**src/rtl/dmareg_pkg.sv**
```systemverilog
package dmareg_pkg;

    localparam int WORD_W    = 32;
    localparam int ADDR_W    = 12;
    localparam int CTRL_W    = 14;
    localparam int CODE_W    = 4;
    localparam int REMAIN_W  = 16;
    localparam int CTRL_EN   = 0;
    localparam int CTRL_IE   = 1;

    localparam logic [7:0] OFF_SRC_LO = 8'h00;
    localparam logic [7:0] OFF_SRC_HI = 8'h04;
    localparam logic [7:0] OFF_DST_LO = 8'h08;
    localparam logic [7:0] OFF_DST_HI = 8'h0C;
    localparam logic [7:0] OFF_SIZE   = 8'h10;
    localparam logic [7:0] OFF_CTRL   = 8'h14;
    localparam logic [7:0] OFF_STAT   = 8'h18;
    localparam logic [7:0] OFF_NEXT   = 8'h20;

    localparam logic [ADDR_W-1:0] GLB_CTRL = 12'h800;
    localparam logic [ADDR_W-1:0] GLB_STAT = 12'h804;
    localparam logic [ADDR_W-1:0] GLB_IST  = 12'h808;
    localparam logic [ADDR_W-1:0] GLB_IEN  = 12'h80C;

    typedef struct packed {
        logic [WORD_W-1:0] src_lo;
        logic [WORD_W-1:0] src_hi;
        logic [WORD_W-1:0] dst_lo;
        logic [WORD_W-1:0] dst_hi;
        logic [WORD_W-1:0] size;
        logic [WORD_W-1:0] next;
        logic [CTRL_W-1:0] ctrl;
    } chan_cfg_t;

    typedef struct packed {
        logic                busy;
        logic                paused;
        logic                done;
        logic                err;
        logic [CODE_W-1:0]   code;
        logic [REMAIN_W-1:0] remain;
    } eng_stat_t;

    function automatic logic [WORD_W-1:0] pack_status(eng_stat_t s, logic cmp, logic errf);
        return {8'h00, s.remain, s.code, s.paused, errf, cmp, s.busy};
    endfunction

endpackage

```
**src/rtl/dmareg_chan.sv**
```systemverilog
module dmareg_chan
    import dmareg_pkg::*;
(
    input  logic              clk,
    input  logic              rst,
    input  logic              wr_en,
    input  logic [7:0]        off,
    input  logic [WORD_W-1:0] wdata,
    input  eng_stat_t         eng,
    output chan_cfg_t         cfg,
    output logic              cmp_flag,
    output logic              err_flag,
    output logic              evt,
    output logic [WORD_W-1:0] rdata
);

    logic wr_stat;
    logic wr_ctrl;
    assign wr_stat = wr_en && (off == OFF_STAT);
    assign wr_ctrl = wr_en && (off == OFF_CTRL);

    always_ff @(posedge clk) begin
        if (rst) begin
            cfg      <= '0;
            cmp_flag <= 1'b0;
            err_flag <= 1'b0;
        end else begin
            if (wr_en) begin
                case (off)
                    OFF_SRC_LO: cfg.src_lo <= wdata;
                    OFF_SRC_HI: cfg.src_hi <= wdata;
                    OFF_DST_LO: cfg.dst_lo <= wdata;
                    OFF_DST_HI: cfg.dst_hi <= wdata;
                    OFF_SIZE:   cfg.size   <= wdata;
                    OFF_NEXT:   cfg.next   <= wdata;
                    OFF_CTRL: begin
                        if (eng.busy) cfg.ctrl[CTRL_EN] <= wdata[CTRL_EN];
                        else          cfg.ctrl          <= wdata[CTRL_W-1:0];
                    end
                    default: ;
                endcase
            end
            if (eng.done)                 cmp_flag <= 1'b1;
            else if (wr_stat && wdata[1]) cmp_flag <= 1'b0;
            if (eng.err)                  err_flag <= 1'b1;
            else if (wr_stat && wdata[2]) err_flag <= 1'b0;
        end
    end

    assign evt = (eng.done || eng.err) && cfg.ctrl[CTRL_IE];

    always_comb begin
        case (off)
            OFF_SRC_LO: rdata = cfg.src_lo;
            OFF_SRC_HI: rdata = cfg.src_hi;
            OFF_DST_LO: rdata = cfg.dst_lo;
            OFF_DST_HI: rdata = cfg.dst_hi;
            OFF_SIZE:   rdata = cfg.size;
            OFF_NEXT:   rdata = cfg.next;
            OFF_CTRL:   rdata = {{(WORD_W-CTRL_W){1'b0}}, cfg.ctrl};
            OFF_STAT:   rdata = pack_status(eng, cmp_flag, err_flag);
            default:    rdata = '0;
        endcase
    end

    AST_CMP_SET_WINS: assert property (@(posedge clk) disable iff (rst)
        eng.done |=> cmp_flag);
    AST_ERR_SET_WINS: assert property (@(posedge clk) disable iff (rst)
        eng.err |=> err_flag);
    AST_CMP_W1C: assert property (@(posedge clk) disable iff (rst)
        (wr_stat && wdata[1] && !eng.done) |=> !cmp_flag);
    AST_CTRL_LOCK: assert property (@(posedge clk) disable iff (rst)
        (wr_ctrl && eng.busy) |=> (cfg.ctrl[CTRL_W-1:1] == $past(cfg.ctrl[CTRL_W-1:1])));

endmodule

```
**src/rtl/dmareg_glob.sv**
```systemverilog
module dmareg_glob #(
    parameter int NCH = 4
) (
    input  logic           clk,
    input  logic           rst,
    input  logic           wr_ctrl,
    input  logic           wr_ist,
    input  logic           wr_ien,
    input  logic [NCH-1:0] wdata,
    input  logic [NCH-1:0] chan_evt,
    output logic           glb_en,
    output logic [NCH-1:0] ist,
    output logic [NCH-1:0] ien,
    output logic           irq
);

    logic [NCH-1:0] clr_mask;
    assign clr_mask = wr_ist ? wdata : '0;

    always_ff @(posedge clk) begin
        if (rst) begin
            glb_en <= 1'b0;
            ist    <= '0;
            ien    <= '0;
        end else begin
            if (wr_ctrl) glb_en <= wdata[0];
            if (wr_ien)  ien    <= wdata;
            ist <= (ist & ~clr_mask) | chan_evt;
        end
    end

    assign irq = |(ist & ien);

    AST_IST_SET: assert property (@(posedge clk) disable iff (rst)
        (|chan_evt) |=> ((ist & $past(chan_evt)) == $past(chan_evt)));
    AST_IST_W1C: assert property (@(posedge clk) disable iff (rst)
        (wr_ist && |(wdata & ~chan_evt)) |=> ((ist & $past(wdata & ~chan_evt)) == '0));
    AST_IRQ_QUIET: assert property (@(posedge clk) disable iff (rst)
        (ist == '0) |-> !irq);

endmodule

```
**src/rtl/dmareg_regfile.sv**
```systemverilog
module dmareg_regfile
    import dmareg_pkg::*;
#(
    parameter int NCH = 4
) (
    input  logic                   clk,
    input  logic                   rst,
    input  logic                   bus_valid,
    input  logic                   bus_write,
    input  logic [ADDR_W-1:0]      bus_addr,
    input  logic [WORD_W-1:0]      bus_wdata,
    output logic [WORD_W-1:0]      bus_rdata,
    input  logic [NCH-1:0]         eng_busy,
    input  logic [NCH-1:0]         eng_paused,
    input  logic [NCH-1:0]         eng_done,
    input  logic [NCH-1:0]         eng_err,
    input  logic [NCH*CODE_W-1:0]  eng_code,
    input  logic [NCH*REMAIN_W-1:0] eng_remain,
    output logic [NCH*64-1:0]      cfg_src,
    output logic [NCH*64-1:0]      cfg_dst,
    output logic [NCH*32-1:0]      cfg_size,
    output logic [NCH*32-1:0]      cfg_ctrl,
    output logic [NCH*32-1:0]      cfg_next,
    output logic                   glb_enable,
    output logic                   irq
);

    localparam int SEL_W = 3;

    logic              is_chan;
    logic [SEL_W-1:0]  ch_idx;
    logic              wr_any;
    logic              rd_any;
    logic [NCH-1:0]    cmp_v, err_v, evt_v;
    logic [WORD_W-1:0] chan_rd [NCH];
    logic [NCH-1:0]    ist, ien;

    assign is_chan = !bus_addr[ADDR_W-1];
    assign ch_idx  = bus_addr[ADDR_W-2:ADDR_W-1-SEL_W];
    assign wr_any  = bus_valid && bus_write;
    assign rd_any  = bus_valid && !bus_write;

    for (genvar c = 0; c < NCH; c++) begin : g_chan
        eng_stat_t es;
        chan_cfg_t cf;
        assign es.busy   = eng_busy[c];
        assign es.paused = eng_paused[c];
        assign es.done   = eng_done[c];
        assign es.err    = eng_err[c];
        assign es.code   = eng_code[c*CODE_W +: CODE_W];
        assign es.remain = eng_remain[c*REMAIN_W +: REMAIN_W];

        dmareg_chan u_chan (
            .clk      (clk),
            .rst      (rst),
            .wr_en    (wr_any && is_chan && (ch_idx == SEL_W'(c))),
            .off      (bus_addr[7:0]),
            .wdata    (bus_wdata),
            .eng      (es),
            .cfg      (cf),
            .cmp_flag (cmp_v[c]),
            .err_flag (err_v[c]),
            .evt      (evt_v[c]),
            .rdata    (chan_rd[c])
        );

        assign cfg_src [c*64 +: 64] = {cf.src_hi, cf.src_lo};
        assign cfg_dst [c*64 +: 64] = {cf.dst_hi, cf.dst_lo};
        assign cfg_size[c*32 +: 32] = cf.size;
        assign cfg_next[c*32 +: 32] = cf.next;
        assign cfg_ctrl[c*32 +: 32] = {{(32-CTRL_W){1'b0}}, cf.ctrl};
    end

    dmareg_glob #(.NCH(NCH)) u_glob (
        .clk      (clk),
        .rst      (rst),
        .wr_ctrl  (wr_any && bus_addr == GLB_CTRL),
        .wr_ist   (wr_any && bus_addr == GLB_IST),
        .wr_ien   (wr_any && bus_addr == GLB_IEN),
        .wdata    (bus_wdata[NCH-1:0]),
        .chan_evt (evt_v),
        .glb_en   (glb_enable),
        .ist      (ist),
        .ien      (ien),
        .irq      (irq)
    );

    always_comb begin
        bus_rdata = '0;
        if (rd_any) begin
            if (is_chan) begin
                for (int c = 0; c < NCH; c++) begin
                    if (ch_idx == SEL_W'(c)) bus_rdata = chan_rd[c];
                end
            end else begin
                case (bus_addr)
                    GLB_CTRL: bus_rdata = {31'b0, glb_enable};
                    GLB_STAT: bus_rdata = {28'b0, |eng_paused, |err_v, |cmp_v, |eng_busy};
                    GLB_IST:  bus_rdata = WORD_W'(ist);
                    GLB_IEN:  bus_rdata = WORD_W'(ien);
                    default:  bus_rdata = '0;
                endcase
            end
        end
    end

    AST_CTRL_RSV_ZERO: assert property (@(posedge clk) disable iff (rst)
        (rd_any && is_chan && bus_addr[7:0] == OFF_CTRL) |-> (bus_rdata[WORD_W-1:CTRL_W] == '0));
    AST_GLB_HOLE_ZERO: assert property (@(posedge clk) disable iff (rst)
        (rd_any && !is_chan && bus_addr > GLB_IEN) |-> (bus_rdata == '0));
    AST_STAT_TOP_ZERO: assert property (@(posedge clk) disable iff (rst)
        (rd_any && is_chan && bus_addr[7:0] == OFF_STAT) |-> (bus_rdata[31:24] == 8'h00));

endmodule

```
**config.mk**
```make
export PLATFORM = sky130hd
export DESIGN_NAME = dmareg_regfile
export DESIGN_NICKNAME = d
export VERILOG_FILES = /design/src/rtl/dmareg_pkg.sv /design/src/rtl/dmareg_chan.sv /design/src/rtl/dmareg_glob.sv /design/src/rtl/dmareg_regfile.sv
export SDC_FILE = /design/constraint.sdc
export NUM_CORES = 2
export LEC_CHECK = 0
export ABC_CLOCK_PERIOD_IN_PS = 3400
export BUFFER_PORTS_ARGS = -buffer_cell sky130_fd_sc_hd__buf_2
export CORE_AREA = 2 2 424 426
export CTS_BUF_LIST = sky130_fd_sc_hd__clkbuf_16
export CTS_CLUSTER_SIZE = 12
export DETAILED_ROUTE_END_ITERATION = 8
export DIE_AREA = 0 0 426 428
export PLACE_DENSITY = 0.44
export SKIP_CTS_REPAIR_TIMING = 1
export SLEW_MARGIN = 10
export SYNTH_ARGS = -nofsm -noshare
export SYNTH_HDL_FRONTEND = slang
export SYNTH_SLANG_ARGS = --single-unit
```
**constraint.sdc**
```tcl
create_clock -name clk -period 3.4 [get_ports clk]
set_input_delay 0.68 -clock clk [delete_from_list [all_inputs] [get_ports clk]]
set_output_delay 0.68 -clock clk [all_outputs]
set_load 0.05 [all_outputs]
```
* After elaboration in Yosys (flattened, before gate mapping) *
Index checks and enable logic that the tools add are counted.

word-level totals
  flip-flop bits (word level) = 841
  input bits = 144
  output and inout bits = 930
  logic and storage cells = 172

cells by class
  equal/unequal tests = 14
  mux-type cells = 28
  bitwise gates (word level) = 8
  reductions and logical operators = 79

operator list
  cell                    count
  $pmux W32 S8            4
  $mux W32                6
  $reduce_and A2 Y1       28
  $eq A12 B12 Y1 const B  4
  $logic_and A1 B1 Y1     26
  $eq A8 B5 Y1 const B    3
  $reduce_or A4 Y1        5
  $eq A8 B4 Y1 const B    2
  $mux W1                 16
  $pmux W4 S4             1
  $reduce_bool A2 Y1      8
  $reduce_and A3 Y1       4
  $and A4 B4 Y4           2
  $eq A8 B3 Y1 const B    1
  $eq A8 B6 Y1 const B    1
  $logic_not A8 Y1        1
  $eq A3 B2 Y1 const B    2
  $logic_or A1 B1 Y1      4
  $mux W4                 1
  $not A1 Y1              4
  $not A4 Y4              1
  $or A4 B4 Y4            1
  $eq A3 B1 Y1 const B    1
  $logic_not A3 Y1        1
  $logic_not A1 Y1        2

* Logic depth before layout (Yosys ltp) *
  word-level depth = 8
  mapped depth = 11
  gate-level depth less buffers = 6

* Cells and area by module *
A second synthesis with hierarchy kept.

unflattened totals
  cells, all modules = 5230
  area total of the unflattened synthesis = 46352.0 sq um

by module, submodules not included
  module          instances  cells each  area each (sq um)  seq. area each (sq um)
  dmareg_chan     4          1251        11036.8            4164.0
  dmareg_regfile  1          190         1855.5             0.0
  dmareg_glob     1          36          349.1              180.2

* Worst setup path before layout *
OpenSTA, ideal clock, no wires.

  path kind = input -> output
  start = input port bus_addr[3]
  end = output port bus_rdata[30]
  arrival = 4.515 ns
  data required time = 2.720 ns
  slack = -1.795 ns
  stages on the path = 9
  cells stage by stage = buf_2 -> or4b_4 -> nor2_4 -> buf_4 -> buf_4 -> a22oi_1 -> nand3_1 -> a21oi_1 -> a2111oi_0

on the way
  longest elaborated chain between the ends = 8
  elaborated cells between the ends (all ways) = 18

ends and longest elaborated chain
  item                                        RTL line              text
  start, declared                             dmareg_regfile.sv:10  input logic [ADDR_W-1:0] bus_addr,
  $eq A8 B5 Y1, or another cell as far along  dmareg_chan.sv:53     case (off)
  $pmux W32 S8                                dmareg_chan.sv:53
  $mux W32 (3 in series)                      dmareg_regfile.sv:93  if (ch_idx == SEL_W'(c)) bus_rdata = chan_rd[c];
  $mux W32 (*)                                dmareg_regfile.sv:93
  $mux W32 (*)                                dmareg_regfile.sv:91  if (is_chan) begin
  $mux W32 (*)                                dmareg_regfile.sv:90  if (rd_any) begin
  end, declared                               dmareg_regfile.sv:12  output logic [WORD_W-1:0] bus_rdata,

Mark *: on every way between the ends. The rest lies on a longest branch, timed or not.

* Final worst setup path *
  start = input port bus_addr[6]
  end = output port bus_rdata[20]

Same word-level chain as after synthesis.

==> impl_metrics.json <==
{
  "worstSetupEndpoint": "bus_rdata[20]",
  "synthTopCellsByArea": "dfxtp_1 47%, nand2_1 17%, a21oi_1 13%, a22oi_1 3.4%, clkbuf_1 3.3%",
  "yosysTopAreaCell": "dfxtp_1",
  "port_buffers": 1001,
  "r2r_cells": 3,
  "cts_root_buf": "clkbuf_16",
  "dp_hpwl_um": 212000,
  "critical-path-slowest-cell": "nor4b_4",
  "grt_pass1_wl_um": 370000,
  "final.setup.tns_ns": -12.86,
  "ys.flop_type": "dfxtp_1",
  "final-max-slew-violation-count": 0,
  "reg2reg_from": "g_chan[2].u_chan.cfg[0]",
  "drt_iter0_markers": 6294,
  "ir_drop_v": 0.000472,
  "yosysMostFrequentCell": "nand2_1",
  "start_util": 0.201,
  "ios": 1074,
  "clkTransAtPathRegs_ns": 0.06,
  "fillCellCount": 19100,
  "worst_slack_ns": -0.554,
  "synth_warnings": 0,
  "final_layout_size_suffix_gt1_frac": 0.315,
  "grtUsageTotal": 0.296,
  "hold_violations": 0,
  "place_congestion": 0.983,
  "cts.path.max_buffers": 3,
  "insertion_delay_ns": 0.76,
  "floorplan.die_area_mm2": 0.182,
  "antenna_found_initial": 22,
  "first_global_vias": 38900,
  "drcViolationCount": 0,
  "postRouteAntennaNets": 0,
  "slew_headroom": 0.208,
  "avgRoutedWirePerCell_um": 35.1,
  "synth-seq-cells": 841,
  "grt_start_max_net_pins": 110,
  "async_flop_share": 0,
  "r2r-end": "g_chan[2].u_chan.cfg[0]",
  "crit_top_cell": "buf_12",
  "grt_remaining_overflow": 0,
  "clock_skew_ns": 0.0109,
  "synth_cell_types": 68,
  "crit_path_end_kind": "primary output",
  "p_per_area_mw_per_mm2": 440,
  "fin_crit_sh": 1.16,
  "vias": 43500,
  "whs_ns": 0.223,
  "maxCapViolCount": 0,
  "syn_inst": 4683,
  "max_stage_delay_ns": 0.44,
  "min_period_ns": 3.95,
  "crit_start": "bus_addr[6]",
  "hold_class": "primary input to register",
  "critPathRequiredTime_ns": 2.72,
  "rows": 155,
  "status": "complete, but fails checks",
  "cts_tree": "done",
  "p_leak_nw": 20.8,
  "die_w_um": 426,
  "r2r_setup_slack_ns": 2.36,
  "yosysTopAreaCellShare": 0.472,
  "first_pass_iters": 9,
  "area_growth_pct": 48.5,
  "htreeDepth": 3,
  "avgSynthCellArea_um2": 7.62,
  "fin_nets": 6007,
  "tightest_slew_ns": 1.17,
  "synth_edf_count": 0,
  "seq_area_frac_synth": 0.472,
  "rsz0062_at_grt": "yes",
  "routed_wl_um": 292000,
  "syn_area_mm2": 0.0357,
  "cp.arrival_ns": 3.27,
  "fmax_ghz": 0.253,
  "synth_common_cells": "1650 x nand2_1, 899 x a21oi_1, 841 x dfxtp_1",
  "core_mm2": 0.178,
  "worstPathMaxFanout": 7,
  "crit_type": "primary input to primary output",
  "cts_sinks": 841,
  "hold_depth": 3,
  "fp.dieH_um": 428,
  "crit_chain": "buf_8 > buf_6 > nor4b_4 > buf_4 > and2_4 > buf_12 > buf_12 > buf_12 > a221oi_2 > nand3_1 > a21oi_4 > a2111oi_4 > buf_4 > buf_12",
  "start_kind": "primary input",
  "numCtsBuffers": 107,
  "fin_util": 0.298,
  "setup_viol": 32,
  "via_per_inst": 5.23,
  "violations": "negative setup slack"
}
-- layout make-up --
cell class | count | area, um^2 | area share
Clock inverter | 93 | 871 | 0.0164
Antenna cell | 18 | 45.0 | 0.000850
Tap cell | 2355 | 2950 | 0.0556
Multi-Input combinational cell | 3378 | 17700 | 0.334
Timing Repair Buffer | 1532 | 11800 | 0.223
Sequential cell | 841 | 16800 | 0.318
Inverter | 3 | 11.3 | 0.000212
Clock buffer | 109 | 2730 | 0.0515
-- flip-flops by register name (all words and copies together), names as in the netlist --
register	cells
g_chan.u_chan.err_flag	4
u_glob.ist	4
u_glob.glb_en	1
u_glob.ien	4
g_chan.u_chan.cmp_flag	4
g_chan.u_chan.cfg	824
-- where the power goes --
group	internal (mW)	switching [mW]	leakage (nW)
Sequential	9.86	0.00905	6.77
Combinational	0.324	1.08	12.2
Clock	6.95	5.09	1.81
-- worst min path at each step --
stage / from / end / slack [ns]
2_1_floorplan: u_glob.ist[3] / u_glob.ist[3] / 0.45
6_report: eng_done[2] / g_chan[2].u_chan.cmp_flag / 0.22
3_3_place_gp: g_chan[3].u_chan.cfg[79] / g_chan[3].u_chan.cfg[79] / 0.45
4_1_cts: eng_err[0] / g_chan[0].u_chan.err_flag / 0.15
3_5_place_dp: g_chan[3].u_chan.cfg[89] / g_chan[3].u_chan.cfg[89] / 0.46
5_1_grt: eng_done[2] / g_chan[2].u_chan.cmp_flag / 0.20
-- critical path: cells and delay by family --
family          cells  cell delay [ns]
simple gates        3             0.79
compound gates      3             0.54
buf+inv             8             1.23
-- cell usage in the layout (no fill, tap or decap), drive strengths merged, types with 15 or more instances in the layout --
cell / count
a22oi: 161
a22o: 31
clkbuf: 127
nand2: 1651
nand4: 38
a222oi: 70
bufinv: 15
a21oi: 899
inv: 25
clkinv: 48
dfxtp: 841
conb: 72
buf: 1514
nor2: 89
mux2i: 49
diode: 18
a221o: 15
a221oi: 81
nand3: 78
-- cells by family after synthesis --
| family | synth area share |
|---|---|
| flip-flops | 0.472 |
| other | 0.000105 |
| AND/OR/NAND/NOR | 0.217 |
| multiplexers | 0.0144 |
| AO/OA/AOI/OAI | 0.227 |
| buffers and inverters | 0.0699 |
-- per-layer routing --
layer / track usage / part of all wire
met1: 0.382 / 0.40
met2: 0.453 / 0.44
met3: 0.0595 / 0.090
met4: 0.178 / 0.069
met5: 0 / 0.00018
-- through the flow --
stage          cell area (um^2)  total power [mW]  cells  setup slack [ns]
6_report                  53000              23.3   8329            -0.554
3_3_place_gp              46800              11.4   7968            -0.708
3_5_place_dp              46800              11.4   7968            -0.726
2_1_floorplan             36400              10.8   4754           -0.0424
5_1_grt                   53000              23.8   8322            -0.575
4_1_cts                   50400              23.4   8170            -0.736
(Power assumes the default switching activity.)
